### config.mk
export PLATFORM = sky130hd
export DESIGN_NAME = frame_pusher
export DESIGN_NICKNAME = d
export VERILOG_FILES = /design/src/rtl/pusher_pkg.sv /design/src/rtl/pusher_ctrl.sv /design/src/rtl/pusher_dp.sv /design/src/rtl/frame_pusher.sv
export SDC_FILE = /design/constraint.sdc
export NUM_CORES = 1
export LEC_CHECK = 0
export CAP_MARGIN = 20
export CORE_AREA = 4 4 215 217
export CTS_CLUSTER_DIAMETER = 150
export DETAILED_ROUTE_END_ITERATION = 8
export DIE_AREA = 0 0 219 221
export PLACE_DENSITY_LB_ADDON = 0.2
export SLEW_MARGIN = 20
export SYNTH_ARGS = -nofsm -noshare
export SYNTH_HDL_FRONTEND = slang
export SYNTH_SLANG_ARGS = --single-unit
### constraint.sdc
create_clock -name clk -period 4.3 [get_ports clk]
set_input_delay 0.86 -clock clk [delete_from_list [all_inputs] [get_ports clk]]
set_output_delay 0.86 -clock clk [all_outputs]
set_load 0.02 [all_outputs]
### src/rtl/pusher_pkg.sv
package pusher_pkg;
  typedef enum logic [2:0] {
    SLOT_SS  = 3'd0,
    SLOT_SP  = 3'd1,
    SLOT_FL  = 3'd2,
    SLOT_CS  = 3'd3,
    SLOT_IP  = 3'd4,
    SLOT_ERR = 3'd5
  } slot_e;

  typedef struct packed {
    logic  load;
    logic  step;
    slot_e slot;
  } strobe_t;
endpackage

### src/rtl/pusher_ctrl.sv
module pusher_ctrl
  import pusher_pkg::*;
(
  input  logic    clk,
  input  logic    rstN,
  input  logic    startValid,
  input  logic    longMode,
  input  logic    switchStack,
  input  logic    hasErr,
  input  logic    memReady,
  output strobe_t strb,
  output logic    busy,
  output logic    memWrValid,
  output logic    doneValid
);
  typedef enum logic [1:0] {ST_IDLE, ST_PUSH, ST_DONE} state_e;
  state_e state;
  slot_e  slot, lastSlot;

  always_comb begin
    strb.load  = startValid && (state == ST_IDLE);
    strb.step  = (state == ST_PUSH) && memReady;
    strb.slot  = slot;
    busy       = (state != ST_IDLE);
    memWrValid = (state == ST_PUSH);
    doneValid  = (state == ST_DONE);
  end

  always_ff @(posedge clk) begin
    if (!rstN) begin
      state    <= ST_IDLE;
      slot     <= SLOT_SS;
      lastSlot <= SLOT_IP;
    end else begin
      case (state)
        ST_IDLE: if (strb.load) begin
          state    <= ST_PUSH;
          slot     <= (longMode || switchStack) ? SLOT_SS : SLOT_FL;
          lastSlot <= hasErr ? SLOT_ERR : SLOT_IP;
        end
        ST_PUSH: if (strb.step) begin
          if (slot == lastSlot) state <= ST_DONE;
          else slot <= slot_e'(slot + 3'd1);
        end
        default: state <= ST_IDLE;
      endcase
    end
  end

  // done is a single-cycle pulse that follows an accepted write
  assert_done_pulse_R10: assert property (@(posedge clk) disable iff (!rstN)
    doneValid |=> !doneValid);
  assert_done_after_write_R10: assert property (@(posedge clk) disable iff (!rstN)
    $rose(doneValid) |-> $past(memWrValid && memReady));
  // slots only move upward through the list
  assert_slot_order_R7: assert property (@(posedge clk) disable iff (!rstN)
    (strb.step && slot != lastSlot) |=> (slot > $past(slot)));
  // busy only rises because a start was requested
  assert_start_cause_R11: assert property (@(posedge clk) disable iff (!rstN)
    $rose(busy) |-> $past(startValid));
endmodule

### src/rtl/pusher_dp.sv
module pusher_dp
  import pusher_pkg::*;
#(
  parameter int SP_W  = 64,
  parameter int SEL_W = 16
) (
  input  logic              clk,
  input  logic              rstN,
  input  strobe_t           strb,
  input  logic              longMode,
  input  logic              gateWide,
  input  logic              switchStack,
  input  logic [SP_W-1:0]   curSp,
  input  logic [SP_W-1:0]   newSp,
  input  logic [SEL_W-1:0]  curSs,
  input  logic [SEL_W-1:0]  curCs,
  input  logic [63:0]       flags,
  input  logic [63:0]       retIp,
  input  logic [63:0]       errCode,
  output logic [SP_W-1:0]   memAddr,
  output logic [63:0]       memData,
  output logic [3:0]        memBytes,
  output logic [SP_W-1:0]   finalSp
);
  localparam int ALIGN_BITS = 4;
  localparam logic [SP_W-1:0] ALIGN_MASK = ~SP_W'((1 << ALIGN_BITS) - 1);

  logic [SP_W-1:0]  spReg, oldSp, baseSp;
  logic [SEL_W-1:0] ssReg, csReg;
  logic [63:0]      flReg, ipReg, errReg, rawWord, dataMask;
  logic             longReg, wideReg;
  logic [3:0]       pushBytes;

  always_comb begin
    baseSp = switchStack ? newSp : curSp;
    if (longMode) baseSp = baseSp & ALIGN_MASK;
  end

  always_comb begin
    if (longReg) begin
      pushBytes = 4'd8;  dataMask = '1;
    end else if (wideReg) begin
      pushBytes = 4'd4;  dataMask = 64'h0000_0000_FFFF_FFFF;
    end else begin
      pushBytes = 4'd2;  dataMask = 64'h0000_0000_0000_FFFF;
    end
  end

  always_comb begin
    case (strb.slot)
      SLOT_SS:  rawWord = 64'(ssReg);
      SLOT_SP:  rawWord = 64'(oldSp);
      SLOT_FL:  rawWord = flReg;
      SLOT_CS:  rawWord = 64'(csReg);
      SLOT_IP:  rawWord = ipReg;
      default:  rawWord = errReg;
    endcase
  end

  assign memAddr  = spReg - SP_W'(pushBytes);
  assign memData  = rawWord & dataMask;
  assign memBytes = pushBytes;
  assign finalSp  = spReg;

  always_ff @(posedge clk) begin
    if (!rstN) begin
      spReg <= '0;  oldSp <= '0;  ssReg <= '0;  csReg <= '0;
      flReg <= '0;  ipReg <= '0;  errReg <= '0;
      longReg <= 1'b0;  wideReg <= 1'b0;
    end else if (strb.load) begin
      spReg <= baseSp;   oldSp <= curSp;  ssReg <= curSs;  csReg <= curCs;
      flReg <= flags;    ipReg <= retIp;  errReg <= errCode;
      longReg <= longMode;  wideReg <= gateWide;
    end else if (strb.step) begin
      spReg <= memAddr;
    end
  end

  // the loaded base is 16-byte aligned in long mode
  assert_aligned_base_R2: assert property (@(posedge clk) disable iff (!rstN)
    ($past(strb.load) && longReg) |-> (spReg[3:0] == 4'd0));
  // an accepted write moves the pointer down by exactly one push width
  assert_step_width_R9: assert property (@(posedge clk) disable iff (!rstN)
    $past(strb.step) |-> (spReg == $past(spReg) - SP_W'($past(pushBytes))));
  // long-mode pushes are eight bytes
  assert_long_width_R3: assert property (@(posedge clk) disable iff (!rstN)
    longReg |-> (memBytes == 4'd8));
endmodule

### src/rtl/frame_pusher.sv
module frame_pusher
  import pusher_pkg::*;
#(
  parameter int SP_W  = 64,
  parameter int SEL_W = 16
) (
  input  logic             clk,
  input  logic             rstN,
  input  logic             startValid,
  input  logic             longMode,
  input  logic             gateWide,
  input  logic             switchStack,
  input  logic             hasErr,
  input  logic [SP_W-1:0]  curSp,
  input  logic [SP_W-1:0]  newSp,
  input  logic [SEL_W-1:0] curSs,
  input  logic [SEL_W-1:0] curCs,
  input  logic [63:0]      flags,
  input  logic [63:0]      retIp,
  input  logic [63:0]      errCode,
  input  logic             memReady,
  output logic             memWrValid,
  output logic [SP_W-1:0]  memAddr,
  output logic [63:0]      memData,
  output logic [3:0]       memBytes,
  output logic             busy,
  output logic             doneValid,
  output logic [SP_W-1:0]  doneSp
);
  strobe_t strb;

  pusher_ctrl u_ctrl (
    .clk(clk), .rstN(rstN), .startValid(startValid), .longMode(longMode),
    .switchStack(switchStack), .hasErr(hasErr), .memReady(memReady),
    .strb(strb), .busy(busy), .memWrValid(memWrValid), .doneValid(doneValid)
  );

  pusher_dp #(.SP_W(SP_W), .SEL_W(SEL_W)) u_dp (
    .clk(clk), .rstN(rstN), .strb(strb), .longMode(longMode),
    .gateWide(gateWide), .switchStack(switchStack), .curSp(curSp),
    .newSp(newSp), .curSs(curSs), .curCs(curCs), .flags(flags),
    .retIp(retIp), .errCode(errCode), .memAddr(memAddr), .memData(memData),
    .memBytes(memBytes), .finalSp(doneSp)
  );

  // a stalled write holds its address and data
  assert_stall_hold_R9: assert property (@(posedge clk) disable iff (!rstN)
    (memWrValid && !memReady) |=> (memWrValid && $stable(memAddr) && $stable(memData)));
endmodule

==> results.json, run 1 <==
{
  "status": "complete, no violations",
  "grt-ovfl-total": 0,
  "finalPower_w": 0.00999,
  "grt_usage_pct": 29.2,
  "crit_slowest_cell": "clkdlybuf4s50_1",
  "syn_area_per_cell_sq_um": 7.54,
  "worstPathArrival_ns": 3.33,
  "peakVddDrop_mv": 0.244,
  "startpoint": "u_ctrl.slot[0]",
  "final_cell_count_no_fill": 3386,
  "cts_tree": "done",
  "mostFrequentLayoutCells": "662 x nand2_1, 516 x clkdlybuf4s50_1, 359 x dfxtp_1",
  "powerDensity_nw_per_um2": 403,
  "ys_types": 67,
  "layout_commonest_cell": "nand2_1",
  "ctsHoldBuffers": 0,
  "cp-end-kind": "output port",
  "synth_warnings": 0,
  "ioPinCount": 559,
  "core-area_sq_um": 44100,
  "grt_pass1_wl_um": 112000,
  "rsz0062_at_grt": "false",
  "place.gp.congestion": 0.919,
  "critical_path_class": "reg -> out",
  "max_stage_delay_ns": 0.61,
  "path_clk_slew_ns": 0.06,
  "post-dp-hpwl_um": 54600,
  "syn-cell-area_sq_um": 17300,
  "r2r_setup_slack_ns": 1.32,
  "period_needed_ns": 4.19,
  "synthTopCellsByArea": "dfxtp_1 42%, nand2_1 14%, a21oi_1 9.7%",
  "finalCritPeriodShare_pct": 97.5,
  "die-area_sq_um": 48400,
  "ys.flop_type": "dfxtp_1",
  "fmax_mhz": 239,
  "grt_pass1_vias": 18500,
  "cap_violations": 0,
  "die_y_um": 221,
  "crit_path_max_fanout": 32,
  "clock-sinks": 360,
  "crit_path_start_kind": "flip-flop",
  "p_leak_nw": 9.39,
  "critical_path_buf_inv_count": 4,
  "synthArstFlopShare_pct": 0,
  "synthCells": 2291,
  "finalSetupViolations": 0,
  "crit_family": "buffers and inverters",
  "slew_viol_final": 0,
  "initial_utilization_pct": 39.1,
  "antenna_found_initial": 17,
  "cts_max_path_buffers": 3,
  "htreeDepth": 2,
  "syn_to_final_growth_pct": 43.7,
  "skew_ns": 0.0212,
  "synth.net_count": 2660,
  "dieWidth_um": 219,
  "wirelength_um": 75400,
  "drive_above_1_share_pct": 6.65,
  "synth.largest_area_cell": "dfxtp_1",
  "grt_max_degree": 179,
  "dp.cells": 3300,
  "tightest_slew_ns": 1.03,
  "wl_per_cell_um": 22.3,
  "first_pass_iters": 6,
  "drc": 0,
  "synth_top_area_share_pct": 41.7,
  "hold_viol_final": 0,
  "ys_seq_elements": 360,
  "cts_buffers": 41,
  "clock_latency_ns": 0.56,
  "drt_first_iter_violations": 1858,
  "cp.required_ns": 3.44,
  "r2r_end": "u_dp.finalSp[43]",
  "num_vias": 19100,
  "crit_end": "memData[1]",
  "avgViaCountPerCell": 5.63,
  "crit_chain": "inv_1 -> ha_1 -> buf_4 -> or4_1 -> buf_4 -> o211ai_1 -> o21a_1 -> clkdlybuf4s50_1",
  "rows": 77,
  "synth-seq-area-share_pct": 41.7,
  "maxSlewHeadroom_pct": 31.6,
  "port_buffers": 557,
  "synth_edf_count": 0,
  "hp-class": "reg -> reg",
  "crit_cells": 8,
  "antenna_left": 0,
  "final_nets": 3125,
  "reg2reg_depth": 11,
  "cts-root-buf": "clkbuf_16",
  "cp_common_cell": "buf_4",
  "reg2reg_from": "u_dp.longReg"
}
[tightest hold or removal path: stages (launching register included)]
cell and delay [ns]:
dfxtp_1 0.31, nand2_1 0.05, a21oi_1 0.05
[worst min path at each step]
stage / end / slack [ns] / startpoint / cells after the start
after global placement: u_dp.ssReg[12] / 0.44 / u_dp.ssReg[12] / 2
after CTS: u_dp.flReg[52] / 0.45 / u_dp.flReg[52] / 2
after floorplan: u_dp.ipReg[11] / 0.44 / u_dp.ipReg[11] / 2
after global routing: u_dp.ipReg[24] / 0.47 / u_dp.ipReg[24] / 2
after detailed placement: u_dp.flReg[52] / 0.45 / u_dp.flReg[52] / 2
final: u_dp.flReg[52] / 0.45 / u_dp.flReg[52] / 2
[state kept, by name (all words and copies together), names as in the netlist]
register,flops
u_dp.errReg,64
u_ctrl.state,2
u_ctrl.slot,3
u_dp.csReg,16
u_dp.longReg,1
u_dp.oldSp,64
u_dp.ssReg,16
u_ctrl.lastSlot,1
u_dp.flReg,64
u_dp.wideReg,1
u_dp.finalSp,64
u_dp.ipReg,64
[report_power, final]
part           internal, W  total [W]  switching, W  leakage [nW]
clock              0.00212    0.00354       0.00142         0.658
combinational      0.00116    0.00266       0.00150          5.77
sequential         0.00357    0.00379      0.000223          2.96
[cell type report]
class | count | area, sq um
Fill cell | 4134 | 19300
Multi-Input combinational cell | 1718 | 9330
Sequential cell | 360 | 7210
Timing Repair Buffer | 623 | 6130
Clock buffer | 59 | 1210
Tap cell | 592 | 741
Clock inverter | 10 | 131
Inverter | 12 | 52.6
Antenna cell | 12 | 30.0
[stage by stage]
step	hold slack, ns	setup TNS (ns)	utilization, %	area [sq um]	worst slack, ns
after CTS	0.453	-0.0800	56.1	24800	-0.0800
final	0.453	0	56.3	24800	0.109
after global routing	0.472	0	56.2	24800	0.00270
after detailed placement	0.446	0	53.0	23400	0.176
after global placement	0.441	0	53.0	23400	0.243
after floorplan	0.436	0	-	17300	0.108
[timing repair]
item / in CTS / in global routing
buffers inserted: 3 / 2
setup endpoints to repair: 35 / 39
gates resized for setup: 36 / 33
gates cloned: 0 / 0
pin swaps: 2 / 3
[kinds of logic (layout without fill, tap and decap cells)]
logic type	Yosys count	after routing	share of synthesized area, %
multiplexers	65	65	3.78
buffers and inverters	213	704	4.77
AND/OR/NAND/NOR	950	950	23.0
AO/OA/AOI/OAI	640	640	23.3
other	1	13	0.0217
adder cells (fa/ha/maj)	9	9	0.695
flip-flops	360	360	41.7
XOR/XNOR	53	53	2.69
[routing by layer]
layer / global-route usage, % / part of all wire [%]
met3: 6.98 / 8.9
met2: 48.5 / 47
met1: 36.5 / 40
met4: 11.6 / 3.8
met5: 0 / 0.13
[synthesized netlist by cell type (all sizes together) (3+ instances only)]
library cell / instances
a211oi: 5
a21oi: 335
a221oi: 48
a222oi: 17
a22o: 48
a22oi: 18
a31oi: 17
and2: 4
and3: 14
buf: 16
clkbuf: 185
dfxtp: 360
ha: 8
inv: 11
mux2i: 63
nand2: 664
nand2b: 4
nand3: 21
nand4: 5
nor2: 127
nor2b: 5
nor3: 47
nor3b: 3
nor4: 13
o211a: 3
o211ai: 24
o21a: 18
o21ai: 59
o311ai: 11
o31a: 19
o31ai: 4
o32ai: 3
or2: 8
or3: 24
or4: 5
xnor2: 28
xor2: 25
Power figures use the tool's default switching activity.
==> run 2, diff against run 1 <==
--- a/config.mk
+++ b/config.mk
@@ -5,11 +5,13 @@
 export SDC_FILE = /design/constraint.sdc
 export NUM_CORES = 1
 export LEC_CHECK = 0
+export ABC_AREA = 1
 export CAP_MARGIN = 20
-export CORE_AREA = 4 4 215 217
+export CORE_AREA = 4 4 212 214
 export CTS_CLUSTER_DIAMETER = 150
+export CTS_CLUSTER_SIZE = 16
 export DETAILED_ROUTE_END_ITERATION = 8
-export DIE_AREA = 0 0 219 221
+export DIE_AREA = 0 0 216 218
 export PLACE_DENSITY_LB_ADDON = 0.2
 export SLEW_MARGIN = 20
 export SYNTH_ARGS = -nofsm -noshare
==> results.json, run 2 <==
{
  "die-area_sq_um": 47100,
  "period_needed_ns": 4.19,
  "fillers": 4190,
  "hp-start": "u_dp.ssReg[11]",
  "synth.top_cells.by_count": "692 x nor2_1, 657 x nand2_1, 360 x dfxtp_1",
  "grt-ovfl-total": 0,
  "clock-sinks": 360,
  "drc": 0,
  "hold_viol_final": 0,
  "finalSetupViolations": 0,
  "layout_commonest_cell": "nor2_1",
  "mostFrequentLayoutCells": "688 x nor2_1, 656 x nand2_1, 540 x clkdlybuf4s50_1",
  "ys_types": 44,
  "hold_depth": 2,
  "maxSlewHeadroom_pct": 33.4,
  "rows": 76,
  "syn_area_per_cell_sq_um": 6.55,
  "cts_max_path_buffers": 3,
  "p_switching_w": 0.00344,
  "hp-class": "reg -> reg",
  "post-dp-hpwl_um": 62300,
  "avgViaCountPerCell": 5.38,
  "min_to": "u_dp.ssReg[11]",
  "synth.most_common_cell": "nor2_1",
  "syn_to_final_growth_pct": 36.7,
  "synth_top_area_share_pct": 40.3,
  "startpoint": "u_ctrl.slot[2]",
  "slew_viol_final": 0,
  "cp-end-kind": "output port",
  "htreeDepth": 1,
  "drive_above_1_share_pct": 3.63,
  "wl_per_cell_um": 21.7,
  "pwr-share-comb_pct": 33.8,
  "tightest_slew_ns": 1.00,
  "place.gp.congestion": 1.01,
  "crit_path_max_fanout": 64,
  "skew_ns": 0.0250,
  "internal_power_w": 0.00598,
  "p_leak_nw": 9.59,
  "syn-cell-area_sq_um": 17900,
  "fmax_mhz": 239,
  "r2r_end": "u_dp.finalSp[23]",
  "port_buffers": 557,
  "peakVddDrop_mv": 0.263,
  "synth_edf_count": 0,
  "wirelength_um": 82000,
  "synth.net_count": 3101,
  "r2r_setup_slack_ns": 1.78,
  "first_pass_iters": 6,
  "fin_tns_setup_ns": 0,
  "antenna_found_initial": 25,
  "synth-seq-area-share_pct": 40.3,
  "drt_first_iter_violations": 1978,
  "cp.required_ns": 3.44,
  "clock_power_share_pct": 24.6,
  "ys_seq_elements": 360,
  "cap_violations": 0,
  "finalCritPeriodShare_pct": 97.5,
  "die_y_um": 218,
  "reg2reg_from": "u_dp.longReg",
  "crit_path_start_kind": "flip-flop",
  "ys.flop_type": "dfxtp_1",
  "final_nets": 3541,
  "synthCells": 2732,
  "synth_warnings": 0,
  "grt_usage_pct": 32.8,
  "status": "complete, no violations",
  "synthArstFlopShare_pct": 0,
  "grt_max_degree": 126,
  "core-area_sq_um": 42900,
  "grt_pass1_vias": 19500,
  "powerDensity_nw_per_um2": 385,
  "switching_share_pct": 36.5,
  "path_clk_slew_ns": 0.08,
  "final_core_util_pct": 57.0,
  "cts_buffers": 26,
  "p_seq_share_pct": 41.6,
  "worstPathArrival_ns": 3.33,
  "grt_pass1_wl_um": 120000,
  "critical_path_class": "reg -> out",
  "synthTopCellsByArea": "dfxtp_1 40%, nor2_1 15%, nand2_1 14%",
  "initial_utilization_pct": 41.7,
  "rsz0062_at_grt": "false",
  "cts-root-buf": "clkbuf_16",
  "dieWidth_um": 216,
  "synth.largest_area_cell": "dfxtp_1",
  "clock_latency_ns": 0.57,
  "ioPinCount": 559,
  "reg2reg_depth": 14,
  "num_vias": 20300,
  "antenna_left": 0,
  "cts_tree": "done"
}
==> run 2: cell types whose count changed in the layout (fill, tap and decap cells not counted), sizes merged, moves of 63 or more <==
cell / change
inv: +92
nor2: +579
o21ai: +298
a21oi: -212
mux2i: -63
==> run 2: layer usage <==
layer	GRT usage, %	vias to the layer above	part of all wire, %
li1	-	9753	-
met1	41.5	9489	40
met2	55.3	902	47
met3	5.50	157	7.4
met4	14.4	10	4.7
met5	0	-	0.088
==> run 2: cell families (layout without fill, tap and decap cells) <==
logic type / after synthesis / after routing / share of synthesized area, %
and+or+nand+nor: 1464 / 1464 / 32.4
AOI/OAI and AO/OA: 597 / 597 / 18.9
buffers and inverters: 285 / 725 / 6.98
adders and majority gates: 9 / 9 / 0.672
other: 1 / 21 / 0.0210
xor gates and xnor gates: 16 / 16 / 0.783
DFF: 360 / 360 / 40.3
==> run 2: worst max-delay path: stages (launching register included) <==
cell	delay (ns)
dfxtp_1	0.45
inv_1	0.23
ha_1	0.31
nor4_4	0.33
buf_12	0.33
nand2_1	0.10
a41oi_1	0.29
clkdlybuf4s50_1	0.67
==> run 2: worst max-delay path by stage <==
stage	cells after the start	slack (ns)	endpoint
6_report	7	0.11	memData[57]
5_1_grt	14	0.0007	memAddr[51]
4_1_cts	13	0.04	memAddr[55]
3_5_place_dp	8	0.43	memData[49]
3_3_place_gp	8	0.60	memData[20]
2_1_floorplan	12	0.79	memAddr[63]
==> run 2: through the flow <==
stage               total power, W  instance area [sq um]  cells  hold WS [ns]  setup slack, ns
detailed placement         0.00711                  23700   3728         0.447            0.434
CTS                        0.00940                  24400   3756         0.458           0.0387
global route               0.00985                  24500   3774         0.481         0.000725
finish                     0.00942                  24500   3777         0.461            0.108
global placement           0.00709                  23700   3728         0.440            0.601
floorplan                  0.00562                  17900   2732         0.430            0.789
==> run 2: repair_timing <==
action                     4_1_cts  5_1_grt
gates cloned                     0        0
setup buffers                    0        1
resized for setup                2       11
pin swaps                        0        2
hold buffers                     0        0
setup endpoints to repair       27       17
==> run 2: layout make-up <==
type | instances | area (sq um) | share of cell area, %
multi-input combinational | 2087 | 9470 | 38.7
sequential | 360 | 7210 | 29.5
timing repair buffer | 591 | 5910 | 24.2
tap | 585 | 732 | 2.99
clock buffer | 27 | 676 | 2.76
inverter | 106 | 412 | 1.68
antenna | 20 | 50.0 | 0.205
clock inverter | 1 | 8.76 | 0.0358
==> run 2: power by group through the flow <==
stage	combinational (W)	clock, W	sequential (W)
after floorplan	0.00165	0	0.00397
after global placement	0.00311	0	0.00398
after detailed placement	0.00312	0	0.00398
after CTS	0.00315	0.00235	0.00391
after global routing	0.00344	0.00246	0.00395
final	0.00318	0.00232	0.00392
==> run 3, diff against run 2 <==
--- a/config.mk
+++ b/config.mk
@@ -12,7 +12,8 @@
 export CTS_CLUSTER_SIZE = 16
 export DETAILED_ROUTE_END_ITERATION = 8
 export DIE_AREA = 0 0 216 218
-export PLACE_DENSITY_LB_ADDON = 0.2
+export GPL_TIMING_DRIVEN = 0
+export PLACE_DENSITY_LB_ADDON = 0.08
 export SLEW_MARGIN = 20
 export SYNTH_ARGS = -nofsm -noshare
 export SYNTH_HDL_FRONTEND = slang
==> results.json, run 3 (synthesis results as in run 2) <==
{
  "grt_max_degree": 17,
  "port_buffers": 556,
  "die-area_sq_um": 47100,
  "final_nets": 3693,
  "tightest_slew_ns": 1.07,
  "cp.required_ns": 3.44,
  "finalCritPeriodShare_pct": 98.7,
  "finalSetupViolations": 0,
  "crit_slowest_cell": "clkdlybuf4s50_1",
  "place.gp.congestion": 1.02,
  "powerDensity_nw_per_um2": 386,
  "critical_path_class": "reg -> out",
  "skew_ns": 0.0356,
  "die_y_um": 218,
  "highest_layer": "met5",
  "grt-ovfl-total": 0,
  "period_needed_ns": 4.24,
  "met3WireLength_um": 8110,
  "hold_viol_final": 0,
  "crit_path_start_kind": "flip-flop",
  "core-area_sq_um": 42900,
  "hold_depth": 2,
  "num_vias": 21700,
  "cts_max_path_buffers": 3,
  "placed_area_sq_um": 24200,
  "htreeDepth": 1,
  "design_area_sq_um": 25200,
  "avgViaCountPerCell": 5.55,
  "drc": 0,
  "wl_per_cell_um": 24.0,
  "maxSlewHeadroom_pct": 28.7,
  "cts_tree": "done",
  "cap_violations": 0,
  "clock-sinks": 360,
  "syn_to_final_growth_pct": 40.8,
  "cts_buffers": 26,
  "drt_first_iter_violations": 2234,
  "crit_path_max_fanout": 11,
  "wl_met2_um": 42600,
  "antenna_left": 0,
  "antenna_found_initial": 9,
  "ioPinCount": 559,
  "initial_utilization_pct": 41.7,
  "fin_tns_setup_ns": 0,
  "cts-root-buf": "clkbuf_16",
  "reg2reg_depth": 14,
  "max_stage_delay_ns": 0.69,
  "grt_pass1_wl_um": 133000,
  "layout_commonest_cell": "nor2_1",
  "drive_above_1_share_pct": 4.96,
  "path_clk_slew_ns": 0.07,
  "rows": 76,
  "crit_chain": "nor2_4 -> buf_6 -> ha_1 -> fa_1 -> inv_1 -> nand2_1 -> nand2_1 -> nor2_4 -> buf_4 -> xor2_1 -> clkdlybuf4s50_1",
  "met1_length_um": 36500,
  "post-dp-hpwl_um": 77200,
  "grt_usage_pct": 37.7,
  "wirelength_um": 93900,
  "dieWidth_um": 216,
  "cp-end-kind": "output port",
  "worstPathArrival_ns": 3.38,
  "slew_viol_final": 0,
  "peakVddDrop_mv": 0.292,
  "grt_pass1_vias": 20900,
  "mostFrequentLayoutCells": "685 x nor2_1, 656 x nand2_1, 494 x clkdlybuf4s50_1",
  "fmax_mhz": 236,
  "clock_latency_ns": 0.59,
  "hp-class": "reg -> reg",
  "status": "complete, no violations",
  "p_leak_nw": 10.5,
  "first_pass_iters": 6
}
[run 3: cell count changes in the layout (fill, tap and decap cells not counted), sizes merged, moves of 14 or more]
cell / previous run / this run
diode: 20 / 6
clkbuf: 28 / 135
buf: 44 / 79
dlymetal6s2s: 6 / 30
clkdlybuf4s50: 540 / 494
dlygate4sd2: 0 / 29
[run 3: metal layers]
metal / vias to the layer above / track usage (%)
met4: 10 / 22.0
met5: - / 0
met1: 10200 / 46.3
met3: 267 / 7.61
li1: 10000 / -
met2: 1183 / 61.7
[run 3: area by class of cell]
cell class	instances	area [sq um]
antenna	6	15.0
buffer	179	883
clock buffer	26	651
clock inverter	2	25.0
fill	4156	17700
inverter	106	404
multi-input combinational	2087	9580
sequential	360	7210
tap	585	732
timing repair buffer	564	5690
[run 3: final timing paths]
path	from	endpoint	slack (ns)
min reg2reg	u_dp.ssReg[5]	u_dp.ssReg[5]	0.46
max	u_dp.wideReg	memAddr[9]	0.06
min	u_dp.ssReg[5]	u_dp.ssReg[5]	0.46
max reg2reg	u_dp.longReg	u_dp.finalSp[18]	1.66
[run 3: metrics by stage]
stage | power [W] | cells | utilization (%) | setup slack [ns] | hold WS, ns
floorplan | 0.00562 | 2732 | - | 0.789 | 0.430
global placement | 0.00728 | 3873 | 56.4 | -0.964 | 0.440
detailed placement | 0.00730 | 3873 | 56.4 | -0.983 | 0.445
CTS | 0.00960 | 3907 | 58.3 | 0.00217 | 0.456
global route | 0.0101 | 3913 | 58.7 | -0.00571 | 0.470
finish | 0.00972 | 3915 | 58.7 | 0.0556 | 0.458
[run 3: where the power goes]
group | internal (W) | total, W | switching [W]
Clock | 0.00108 | 0.00233 | 0.00125
Combinational | 0.00129 | 0.00346 | 0.00217
Sequential | 0.00364 | 0.00394 | 0.000292
Total | 0.00601 | 0.00972 | 0.00371
[run 3: critical path: cells and delay by family (launching register included)]
family	cells	cell delay, ns
buffers and inverters	4	1.09
DFF	1	0.37
adders and majority gates	2	0.40
xor gates and xnor gates	1	0.31
and+or+nand+nor	4	0.64
[run 3: what timing repair did]
item                                    in CTS  in global routing
gates resized for setup                     74                 50
setup buffers                                6                  2
gates cloned                                 0                  0
endpoints found under the setup margin     126                 76
pin swaps                                    5                  4
hold buffers                                 0                  0
